==> config.mk <==
export PLATFORM = sky130hd
export DESIGN_NAME = i2c_irq_ctrl
export DESIGN_NICKNAME = d
export VERILOG_FILES = /design/src/rtl/irqc_pkg.sv /design/src/rtl/irqc_thresh.sv /design/src/rtl/irqc_events.sv /design/src/rtl/irqc_regs.sv /design/src/rtl/i2c_irq_ctrl.sv
export SDC_FILE = /design/constraint.sdc
export NUM_CORES = 1
export LEC_CHECK = 0
export BUFFER_PORTS_ARGS = -buffer_cell sky130_fd_sc_hd__buf_4
export CAP_MARGIN = 25
export CORE_UTILIZATION = 45
export DETAILED_ROUTE_END_ITERATION = 10
export PLACE_DENSITY = 0.7
export SETUP_SLACK_MARGIN = 0.1
export SLEW_MARGIN = 20
export SYNTH_ARGS = -nofsm -noshare
export SYNTH_HDL_FRONTEND = slang
export SYNTH_SLANG_ARGS = --single-unit
==> constraint.sdc <==
create_clock -name clk -period 2.5 [get_ports clk]
set_clock_uncertainty 0.2 [all_clocks]
set_input_delay 0.5 -clock clk [delete_from_list [all_inputs] [get_ports clk]]
set_output_delay 0.5 -clock clk [all_outputs]
set_load 0.01 [all_outputs]
==> src/rtl/irqc_pkg.sv <==
`timescale 1ns/1ps
package irqc_pkg;
   localparam int N_EV    = 12;
   localparam int N_PULSE = 10;

   // status bit positions
   localparam int B_RXUND = 0;
   localparam int B_RXOVF = 1;
   localparam int B_RXFUL = 2;
   localparam int B_TXOVF = 3;
   localparam int B_TXEMP = 4;
   localparam int B_RDREQ = 5;
   localparam int B_TXABT = 6;
   localparam int B_RXDON = 7;
   localparam int B_ACTIV = 8;
   localparam int B_STOP  = 9;
   localparam int B_START = 10;
   localparam int B_GCALL = 11;

   // sticky (latched) events; bits 4 and 2 are level conditions
   localparam logic [N_EV-1:0] STICKY = 12'hFEB;

   // word addresses
   localparam int A_MASK    = 0;
   localparam int A_RXTHR   = 1;
   localparam int A_TXTHR   = 2;
   localparam int A_RAW     = 3;
   localparam int A_PEND    = 4;
   localparam int A_ABRT    = 5;
   localparam int A_CLRALL  = 8;
   localparam int A_CLRBASE = 16;

   // place the engine's pulse vector onto status positions
   function automatic logic [N_EV-1:0] spread_pulses(input logic [N_PULSE-1:0] p);
      return {p[9:4], p[3], 1'b0, p[2], 1'b0, p[1:0]};
   endfunction
endpackage

==> src/rtl/irqc_thresh.sv <==
`timescale 1ns/1ps
module irqc_thresh #(
   parameter int LVL_W      = 7,
   parameter bit SYNC_LEVEL = 1'b0
) (
   input  logic             clk,
   input  logic             rst_n,
   input  logic [LVL_W-1:0] rx_level,
   input  logic [LVL_W-1:0] tx_level,
   input  logic [LVL_W-1:0] rx_thr,
   input  logic [LVL_W-1:0] tx_thr,
   output logic             rx_full,
   output logic             tx_empty
);
   logic rx_cmp;
   logic tx_cmp;

   assign rx_cmp = (rx_level > rx_thr);
   assign tx_cmp = (tx_level <= tx_thr);

   generate
      if (SYNC_LEVEL) begin : g_reg
         logic rx_q;
         logic tx_q;
         always_ff @(posedge clk or negedge rst_n) begin
            if (!rst_n) begin
               rx_q <= 1'b0;
               tx_q <= 1'b0;
            end else begin
               rx_q <= rx_cmp;
               tx_q <= tx_cmp;
            end
         end
         assign rx_full  = rx_q;
         assign tx_empty = tx_q;
      end else begin : g_comb
         logic unused_clk_rst;
         assign unused_clk_rst = clk ^ rst_n;
         assign rx_full  = rx_cmp;
         assign tx_empty = tx_cmp;
      end
   endgenerate
endmodule

==> src/rtl/irqc_events.sv <==
`timescale 1ns/1ps
module irqc_events
   import irqc_pkg::*;
#(
   parameter int ABRT_W = 16
) (
   input  logic              clk,
   input  logic              rst_n,
   input  logic [N_EV-1:0]   set_vec,
   input  logic [N_EV-1:0]   clr_vec,
   input  logic [ABRT_W-1:0] abort_code,
   input  logic              clr_abort,
   output logic [N_EV-1:0]   held,
   output logic [ABRT_W-1:0] abort_src
);
   logic              abt_pulse;
   logic [ABRT_W-1:0] abt_new;

   assign abt_pulse = set_vec[B_TXABT];
   assign abt_new   = abt_pulse ? abort_code : '0;

   // set has priority over clear
   always_ff @(posedge clk or negedge rst_n) begin
      if (!rst_n) begin
         held <= '0;
      end else begin
         held <= ((held & ~clr_vec) | set_vec) & STICKY;
      end
   end

   always_ff @(posedge clk or negedge rst_n) begin
      if (!rst_n) begin
         abort_src <= '0;
      end else if (clr_abort) begin
         abort_src <= abt_new;
      end else begin
         abort_src <= abort_src | abt_new;
      end
   end

   assert_set_wins_R9: assert property (@(posedge clk) disable iff (!rst_n)
      ((set_vec & STICKY) != '0) |=> ((held & $past(set_vec & STICKY)) == $past(set_vec & STICKY)));

   assert_clear_drops_R6: assert property (@(posedge clk) disable iff (!rst_n)
      ((clr_vec & ~set_vec) != '0) |=> ((held & $past(clr_vec & ~set_vec)) == '0));

   assert_sticky_hold_R2: assert property (@(posedge clk) disable iff (!rst_n)
      1'b1 |=> ((held & $past(held & ~clr_vec)) == $past(held & ~clr_vec)));

   assert_abort_clear_R8: assert property (@(posedge clk) disable iff (!rst_n)
      (clr_abort && !abt_pulse) |=> (abort_src == '0));
endmodule

==> src/rtl/irqc_regs.sv <==
`timescale 1ns/1ps
module irqc_regs
   import irqc_pkg::*;
#(
   parameter int ADDR_W = 6,
   parameter int DATA_W = 16,
   parameter int LVL_W  = 7,
   parameter int ABRT_W = 16
) (
   input  logic              clk,
   input  logic              rst_n,
   input  logic              bus_sel,
   input  logic              bus_wr,
   input  logic [ADDR_W-1:0] bus_addr,
   input  logic [DATA_W-1:0] bus_wdata,
   input  logic [N_EV-1:0]   raw_status,
   input  logic [ABRT_W-1:0] abort_src,
   output logic [N_EV-1:0]   mask_q,
   output logic [LVL_W-1:0]  rx_thr_q,
   output logic [LVL_W-1:0]  tx_thr_q,
   output logic [N_EV-1:0]   clr_vec,
   output logic              clr_abort,
   output logic [DATA_W-1:0] bus_rdata
);
   localparam int IDX_W = $clog2(N_EV);

   logic             wr_en;
   logic             rd_en;
   logic             clr_all;
   logic             in_clr_rng;
   logic [IDX_W-1:0] clr_idx;
   logic             unused_wdata;

   assign wr_en        = bus_sel & bus_wr;
   assign rd_en        = bus_sel & ~bus_wr;
   assign clr_all      = rd_en && (bus_addr == ADDR_W'(A_CLRALL));
   assign in_clr_rng   = (bus_addr >= ADDR_W'(A_CLRBASE)) &&
                         (bus_addr <  ADDR_W'(A_CLRBASE + N_EV));
   assign clr_idx      = IDX_W'(bus_addr - ADDR_W'(A_CLRBASE));
   assign unused_wdata = ^bus_wdata;

   always_ff @(posedge clk or negedge rst_n) begin
      if (!rst_n) begin
         mask_q   <= '0;
         rx_thr_q <= '0;
         tx_thr_q <= '0;
      end else if (wr_en) begin
         if (bus_addr == ADDR_W'(A_MASK))  mask_q   <= bus_wdata[N_EV-1:0];
         if (bus_addr == ADDR_W'(A_RXTHR)) rx_thr_q <= bus_wdata[LVL_W-1:0];
         if (bus_addr == ADDR_W'(A_TXTHR)) tx_thr_q <= bus_wdata[LVL_W-1:0];
      end
   end

   // read-side clear strobes, one per sticky event
   generate
      for (genvar i = 0; i < N_EV; i++) begin : g_clr
         if (STICKY[i]) begin : g_stk
            assign clr_vec[i] = clr_all |
                                (rd_en && (bus_addr == ADDR_W'(A_CLRBASE + i)));
         end else begin : g_lvl
            assign clr_vec[i] = 1'b0;
         end
      end
   endgenerate

   assign clr_abort = clr_vec[B_TXABT];

   always_comb begin
      bus_rdata = '0;
      if (rd_en) begin
         if (bus_addr == ADDR_W'(A_MASK))
            bus_rdata = DATA_W'(mask_q);
         else if (bus_addr == ADDR_W'(A_RXTHR))
            bus_rdata = DATA_W'(rx_thr_q);
         else if (bus_addr == ADDR_W'(A_TXTHR))
            bus_rdata = DATA_W'(tx_thr_q);
         else if (bus_addr == ADDR_W'(A_RAW))
            bus_rdata = DATA_W'(raw_status);
         else if (bus_addr == ADDR_W'(A_PEND))
            bus_rdata = DATA_W'(raw_status & mask_q);
         else if (bus_addr == ADDR_W'(A_ABRT))
            bus_rdata = DATA_W'(abort_src);
         else if (bus_addr == ADDR_W'(A_CLRALL))
            bus_rdata = DATA_W'(|(raw_status & STICKY));
         else if (in_clr_rng)
            bus_rdata = DATA_W'(raw_status[clr_idx] & STICKY[clr_idx]);
      end
   end

   assert_single_clear_R6: assert property (@(posedge clk) disable iff (!rst_n)
      !clr_all |-> $onehot0(clr_vec));

   assert_no_write_clear_R11: assert property (@(posedge clk) disable iff (!rst_n)
      wr_en |-> (clr_vec == '0));
endmodule

==> src/rtl/i2c_irq_ctrl.sv <==
`timescale 1ns/1ps
module i2c_irq_ctrl
   import irqc_pkg::*;
#(
   parameter int ADDR_W     = 6,
   parameter int DATA_W     = 16,
   parameter int LVL_W      = 7,
   parameter int ABRT_W     = 16,
   parameter bit SYNC_LEVEL = 1'b0
) (
   input  logic                clk,
   input  logic                rst_n,
   input  logic                bus_sel,
   input  logic                bus_wr,
   input  logic [ADDR_W-1:0]   bus_addr,
   input  logic [DATA_W-1:0]   bus_wdata,
   output logic [DATA_W-1:0]   bus_rdata,
   input  logic [N_PULSE-1:0]  evt_pulse,
   input  logic [ABRT_W-1:0]   abort_code,
   input  logic [LVL_W-1:0]    rx_level,
   input  logic [LVL_W-1:0]    tx_level,
   output logic                irq
);
   generate
      if (DATA_W < N_EV || DATA_W < LVL_W || DATA_W < ABRT_W) begin : g_bad_width
         $error("i2c_irq_ctrl: DATA_W too narrow");
      end
      if (ADDR_W < 5) begin : g_bad_addr
         $error("i2c_irq_ctrl: ADDR_W must reach the clear window");
      end
   endgenerate

   logic [N_EV-1:0]   set_vec;
   logic [N_EV-1:0]   clr_vec;
   logic [N_EV-1:0]   held;
   logic [N_EV-1:0]   lvl_vec;
   logic [N_EV-1:0]   raw_status;
   logic [N_EV-1:0]   mask_q;
   logic [LVL_W-1:0]  rx_thr_q;
   logic [LVL_W-1:0]  tx_thr_q;
   logic [ABRT_W-1:0] abort_src;
   logic              clr_abort;
   logic              rx_full;
   logic              tx_empty;

   assign set_vec = spread_pulses(evt_pulse);

   irqc_thresh #(.LVL_W(LVL_W), .SYNC_LEVEL(SYNC_LEVEL)) u_thresh (
      .clk      (clk),
      .rst_n    (rst_n),
      .rx_level (rx_level),
      .tx_level (tx_level),
      .rx_thr   (rx_thr_q),
      .tx_thr   (tx_thr_q),
      .rx_full  (rx_full),
      .tx_empty (tx_empty)
   );

   irqc_events #(.ABRT_W(ABRT_W)) u_events (
      .clk        (clk),
      .rst_n      (rst_n),
      .set_vec    (set_vec),
      .clr_vec    (clr_vec),
      .abort_code (abort_code),
      .clr_abort  (clr_abort),
      .held       (held),
      .abort_src  (abort_src)
   );

   irqc_regs #(.ADDR_W(ADDR_W), .DATA_W(DATA_W), .LVL_W(LVL_W), .ABRT_W(ABRT_W)) u_regs (
      .clk        (clk),
      .rst_n      (rst_n),
      .bus_sel    (bus_sel),
      .bus_wr     (bus_wr),
      .bus_addr   (bus_addr),
      .bus_wdata  (bus_wdata),
      .raw_status (raw_status),
      .abort_src  (abort_src),
      .mask_q     (mask_q),
      .rx_thr_q   (rx_thr_q),
      .tx_thr_q   (tx_thr_q),
      .clr_vec    (clr_vec),
      .clr_abort  (clr_abort),
      .bus_rdata  (bus_rdata)
   );

   always_comb begin
      lvl_vec          = '0;
      lvl_vec[B_RXFUL] = rx_full;
      lvl_vec[B_TXEMP] = tx_empty;
   end

   assign raw_status = held | lvl_vec;
   assign irq        = |(raw_status & mask_q);

   assert_mask_zero_R10: assert property (@(posedge clk) disable iff (!rst_n)
      (bus_sel && bus_wr && bus_addr == ADDR_W'(A_MASK) && bus_wdata[N_EV-1:0] == '0)
      |=> !irq);
endmodule

After elaboration in Yosys (flattened, before gate mapping)
Memory sizes are Yosys's and may differ from the RTL's.
Index checks and enable logic that the tools add are counted.
{"block": "classes", "n_addsub": 1, "order_cmp": 5, "n_eq_ne": 16, "n_mux": 14, "bitwise_logic": 21, "n_reduce_logical": 18}
{"operator": "$mux W16", "n": 11}
{"operator": "$eq A6 B5 Y1 const B", "n": 10}
{"operator": "$and A12 B12 Y12", "n": 3}
{"operator": "$or A16 B16 Y16", "n": 1}
{"operator": "$eq A6 B2 Y1 const B", "n": 2}
{"operator": "$eq A6 B3 Y1 const B", "n": 2}
{"operator": "$logic_and A1 B1 Y1", "n": 12}
{"operator": "$not A12 Y12", "n": 1}
{"operator": "$or A12 B12 Y12", "n": 1}
{"operator": "$or A12 B5 Y12", "n": 1}
{"operator": "$reduce_or A12 Y1", "n": 1}
{"operator": "$or A1 B1 Y1", "n": 10}
{"operator": "$reduce_or A10 Y1", "n": 1}
{"operator": "$gt A7 B7 Y1", "n": 1}
{"operator": "$le A7 B7 Y1", "n": 1}
{"operator": "$eq A6 B1 Y1 const B", "n": 1}
{"operator": "$eq A6 B4 Y1 const B", "n": 1}
{"operator": "$ge A6 B5 Y1 const B", "n": 1}
{"operator": "$logic_not A6 Y1", "n": 1}
{"operator": "$lt A6 B5 Y1 const B", "n": 1}
{"operator": "$reduce_and A2 Y1", "n": 3}
{"operator": "$lt A4 B5 Y1 const B", "n": 1}
{"operator": "$bmux W1 S4", "n": 1}
{"operator": "$sub A4 B1 Y4 const B", "n": 1}
{"operator": "other kinds (3)", "n": 6}
{"block": "totals", "register_bits": 52, "romBits": 16, "inputBits": 66, "elab_cells": 81, "memories": 1}
{"name": "(name not given)", "depth": 16, "word_bits": 1, "read_ports": 1, "rd_ports_with_merged_regs": 0, "wr": 0, "line": "irqc_regs.sv:86", "rtl": "bus_rdata = DATA_W'(raw_status[clr_idx] & STICKY[clr_idx]);"}

Logic depth before layout (Yosys ltp)
{"block": "logic_depth", "ltp_word": 14, "depth_mapped": 7, "mapped_depth_nobuf": 7}

By module
A second synthesis with hierarchy kept.
{"block": "hier_totals", "cells_unflattened": 345, "area_unflattened_um2": 3318.2}
{"mod": "irqc_regs", "n_inst": 1, "cells_per_inst": 185, "area_each_um2": 1876.8, "seq_area_each_um2": 650.6}
{"mod": "irqc_events", "n_inst": 1, "cells_per_inst": 100, "area_each_um2": 1019.7, "seq_area_each_um2": 650.6}
{"mod": "irqc_thresh", "n_inst": 1, "cells_per_inst": 48, "area_each_um2": 339.1, "seq_area_each_um2": 0.0}
{"mod": "i2c_irq_ctrl", "n_inst": 1, "cells_per_inst": 12, "area_each_um2": 82.6, "seq_area_each_um2": 0.0}

Least setup slack after synthesis
No wires, ideal clock.
{"block": "synth_path", "kind": "input to output", "start": "in bus_addr[0]", "end": "out bus_rdata[5]", "arrival_ns": 2.003, "slack_ns": -0.203, "cell_stages": 7, "n_path_buf": 2, "path_cell_list": "buf_2 -> or4_4 -> nor2_4 -> buf_4 -> a21o_1 -> a222oi_1 -> a211oi_1"}
{"block": "synth_via", "elab_chain_cells": 9, "elab_cells_between_ends": 15, "classes_between": "6 x eq/ne; 8 x mux; 1 x reduce/logical"}
{"item": "start, declared", "line": "i2c_irq_ctrl.sv:15", "rtl": "input logic [ADDR_W-1:0] bus_addr,"}
{"item": "$eq A6 B4 Y1", "line": "irqc_regs.sv:83", "rtl": "else if (bus_addr == ADDR_W'(A_CLRALL))"}
{"item": "$mux W16", "line": "irqc_regs.sv:83"}
{"item": "$mux W16", "line": "irqc_regs.sv:81", "rtl": "else if (bus_addr == ADDR_W'(A_ABRT))"}
{"item": "$mux W16", "line": "irqc_regs.sv:79", "rtl": "else if (bus_addr == ADDR_W'(A_PEND))"}
{"item": "$mux W16", "line": "irqc_regs.sv:77", "rtl": "else if (bus_addr == ADDR_W'(A_RAW))"}
{"item": "$mux W16", "line": "irqc_regs.sv:75", "rtl": "else if (bus_addr == ADDR_W'(A_TXTHR))"}
{"item": "$mux W16", "line": "irqc_regs.sv:73", "rtl": "else if (bus_addr == ADDR_W'(A_RXTHR))"}
{"item": "$mux W16 *", "line": "irqc_regs.sv:71", "rtl": "if (bus_addr == ADDR_W'(A_MASK))"}
{"item": "$mux W16 *", "line": "irqc_regs.sv:70", "rtl": "if (rd_en) begin"}
{"item": "end, declared", "line": "i2c_irq_ctrl.sv:17", "rtl": "output logic [DATA_W-1:0] bus_rdata,"}
Mark *: on every way between the ends. The rest lies on a longest branch, timed or not.

Worst setup path in the final report
{"block": "layout_path", "start": "in bus_addr[2]", "end": "out bus_rdata[6]"}
The elaborated chain is that of the path after synthesis.

==> impl_metrics.json <==
{
  "status": "finished, violations left",
  "violations": "design-rule violations, negative hold slack, negative setup slack",
  "finalWorstSetupSlack_ps": -255.0,
  "synth-edff-count": 0,
  "grt-ovfl-total": 0,
  "setup-violations-final": 13,
  "dr.max_layer_used": "met4",
  "clk_path_buf_depth": 2,
  "final-seq-area_mm2": 0.001301,
  "drive_gt1_frac": 0.4379,
  "dieArea_mm2": 0.007354,
  "die_x_um": 85.76,
  "fin_hold_ws_ps": -2.199,
  "grt_pass1_wl_um": 14810,
  "fmax_mhz": 363.0,
  "worstPathCellList": "buf_6, or4_4, buf_8, buf_4, nor2_2, a222oi_1, a211oi_2, buf_4",
  "met3WireLength_um": 622,
  "vias_per_cell": 5.763,
  "async_flop_share": 1.000,
  "gp_congestion": 0.8338,
  "htree_levels": 2,
  "route.detailed.drc": 1,
  "cts-root-buf": "clkbuf_8",
  "drv_cap": 0,
  "p_leak_uw": 0.002175,
  "antenna_left": 0,
  "synth_top_family_by_area": "compound AO/OA/AOI/OAI gates",
  "synth_seq_cells": 52,
  "dr.first_iter.drc_count": 357,
  "first_pass_iters": 9,
  "tightest_slew_ps": 666.9,
  "worstSetupEndpointType": "output port",
  "layout.nets": 522,
  "num_vias": 3106,
  "synth_xor_area_frac": 0,
  "finalCritPeriodShare": 1.102,
  "io_buffers": 78,
  "hold_viol": 1,
  "finalSetupTns_ps": -2614,
  "routed_wl_um": 9681,
  "m1WireLength_um": 3878,
  "insertion_delay_ps": 320,
  "fp-row-count": 30,
  "synth_ff_type": "dfrtp_1",
  "start_util": 0.4646,
  "die_height_um": 85.76,
  "syn2layout_area_growth_pct": 47.96,
  "ir_drop_mv": 0.2683,
  "seq_area_frac_synth": 0.4122,
  "critPathSlowestCell": "or4_4",
  "nFillCells": 530,
  "synth_simple_gate_area_share": 0.1562,
  "utilization": 0.6875,
  "grt_pass1_vias": 2953,
  "antenna_found_initial": 0,
  "syn_area_mm2": 0.003157,
  "synth.distinct_cells": 49,
  "pin_count": 83,
  "synth_warnings": 0,
  "critPathKind": "input pin to output port",
  "cts_inserted_buffers": 5,
  "r2r_cells": 1,
  "rsz0062_at_grt": "true",
  "cts_tree": "built",
  "cp_slowest_stage_delay_ps": 540,
  "min_path_type": "input pin to asynchronous set/reset pin",
  "synth_compound_area_frac": 0.2473,
  "diodes": 0,
  "synthCells": 313,
  "cts_hold_buf": 0,
  "wire_per_inst_um": 17.96,
  "synth_mux_area_frac": 0.07570,
  "synth-adder-area-share": 0.05549,
  "grt_start_max_net_pins": 53,
  "clk_pin_slew_ps": 90,
  "grtUsageTotal": 0.2621,
  "dp_hpwl_um": 6991,
  "cp.required_ps": 1800,
  "clock-sinks": 52,
  "multi_input_area_mm2": 0.001913,
  "layout_min_cycle_time_ps": 2755,
  "syn-num-nets": 393,
  "cp-start-kind": "input pin",
  "wl_met2_um": 4970,
  "max_slew_margin": 0.5554,
  "powerDensity_mw_per_mm2": 413.8,
  "postSynthAreaPerCell_um2": 10.09,
  "path_max_fanout": 7,
  "crit_top_cell": "buf_4",
  "drv_slew": 0,
  "cp.arrival_ps": 2050,
  "coreArea_mm2": 0.006794
}
==> cells in the final DEF (no fill, tap or decap), types with 5 or more instances in the layout <==
cell type,Yosys,routed
clkbuf_8,0,5
a211oi_2,1,5
o21ai_0,12,9
ha_1,14,10
a222oi_1,9,9
buf_4,3,117
mux2_1,13,13
nor2b_1,7,6
inv_1,17,15
nand2_1,26,26
buf_6,2,16
dfrtp_1,52,52
o21ai_1,15,16
a31o_1,9,9
mux2i_1,7,7
a21oi_1,9,6
nand3_1,8,8
a21o_1,12,12
a22o_1,16,16
nor2_1,13,11
==> worst paths after layout <==
kind / startpoint / end / slack [ps]
setup reg to reg: u_regs.mask_q[5] / u_regs.mask_q[5] / 1410
max in group asynchronous: rst_n / u_regs.rx_thr_q[0] / 1640
hold / removal: rst_n / u_events.held[9] / -2
setup / recovery: bus_addr[2] / bus_rdata[6] / -250
min in group clk: evt_pulse[6] / u_events.held[8] / 170
hold reg to reg: u_events.abort_src[14] / u_events.abort_src[14] / 300
==> flip-flops by register name (all words and copies together), names as in the netlist <==
signal              cells
u_regs.mask_q          12
u_regs.tx_thr_q         7
u_events.abort_src     16
u_events.held          10
u_regs.rx_thr_q         7
==> through the flow <==
step | total power, uW | instances | cell area (um2) | hold slack, ps | setup WS, ps
after floorplan | 1148 | 313 | 3227 | 4.409 | -38.14
after global placement | 1341 | 515 | 4189 | 274.2 | -279.9
after detailed placement | 1357 | 515 | 4189 | 272.5 | -284.6
after CTS | 1871 | 530 | 4469 | 40.17 | -234.4
after global routing | 2015 | 539 | 4671 | 70.10 | -305.2
final | 1933 | 539 | 4671 | -2.199 | -255.0
==> per-layer routing <==
| metal | global-route usage | vias up |
|---|---|---|
| met4 | 0.08939 | 0 |
| met1 | 0.3323 | 1493 |
| met2 | 0.4560 | 145 |
| met3 | 0.04235 | 19 |
| met5 | 0 | - |
| li1 | - | 1449 |
==> report_power, final <==
group / internal (uW) / total, uW / switching (uW)
Sequential: 894 / 937 / 42.9
Combinational: 258 / 506 / 248
Clock: 200 / 490 / 290
Total: 1350 / 1930 / 581
==> final cells by class <==
class	count	area share
tap	96	0.02572
clock buffer	6	0.01554
clock inverter	2	0.003482
inverter	17	0.01366
timing repair buffer	140	0.2534
multi-input combinational	226	0.4096
sequential	52	0.2786
==> critical path: cells and delay by family <==
kind,cells,cell delay (ps)
buf+inv,4,560
compound gates,2,340
simple gates,2,640
==> kinds of logic after synthesis <==
logic type,count (synthesis)
and+or+nand+nor,86
muxes,21
buffers and inverters,35
AOI/OAI and AO/OA,105
DFF,52
adders and majority gates,14
==> what timing repair did <==
action | in CTS | in global routing
resized for setup | 35 | 24
buffers inserted | 7 | 9
hold endpoints to repair | 0 | 0
pin swaps | 14 | 20
endpoints found under the setup margin | 17 | 17
==> Yosys cell counts (3+ instances only) <==
cell type	instances	area, um2
a222oi_1	9	90.09
a221oi_1	4	35.03
nand3_1	8	40.04
buf_4	3	22.52
clkbuf_1	3	11.26
ha_1	14	175.2
dfrtp_1	52	1301
a22oi_1	4	30.03
mux2_1	13	146.4
nand2_1	26	97.59
and3_1	6	37.54
a21o_1	12	90.09
nor2b_1	7	43.79
nor2_1	13	48.80
nand2b_1	4	25.02
o21ai_1	15	75.07
a22o_1	16	140.1
mux2i_1	7	70.07
a211oi_1	6	45.04
nor3_1	3	15.01
a21oi_1	9	45.04
buf_2	8	40.04
inv_1	17	63.81
a31o_1	9	78.83
o21ai_0	12	60.06
No activity file was read; power rests on OpenSTA's default activity.
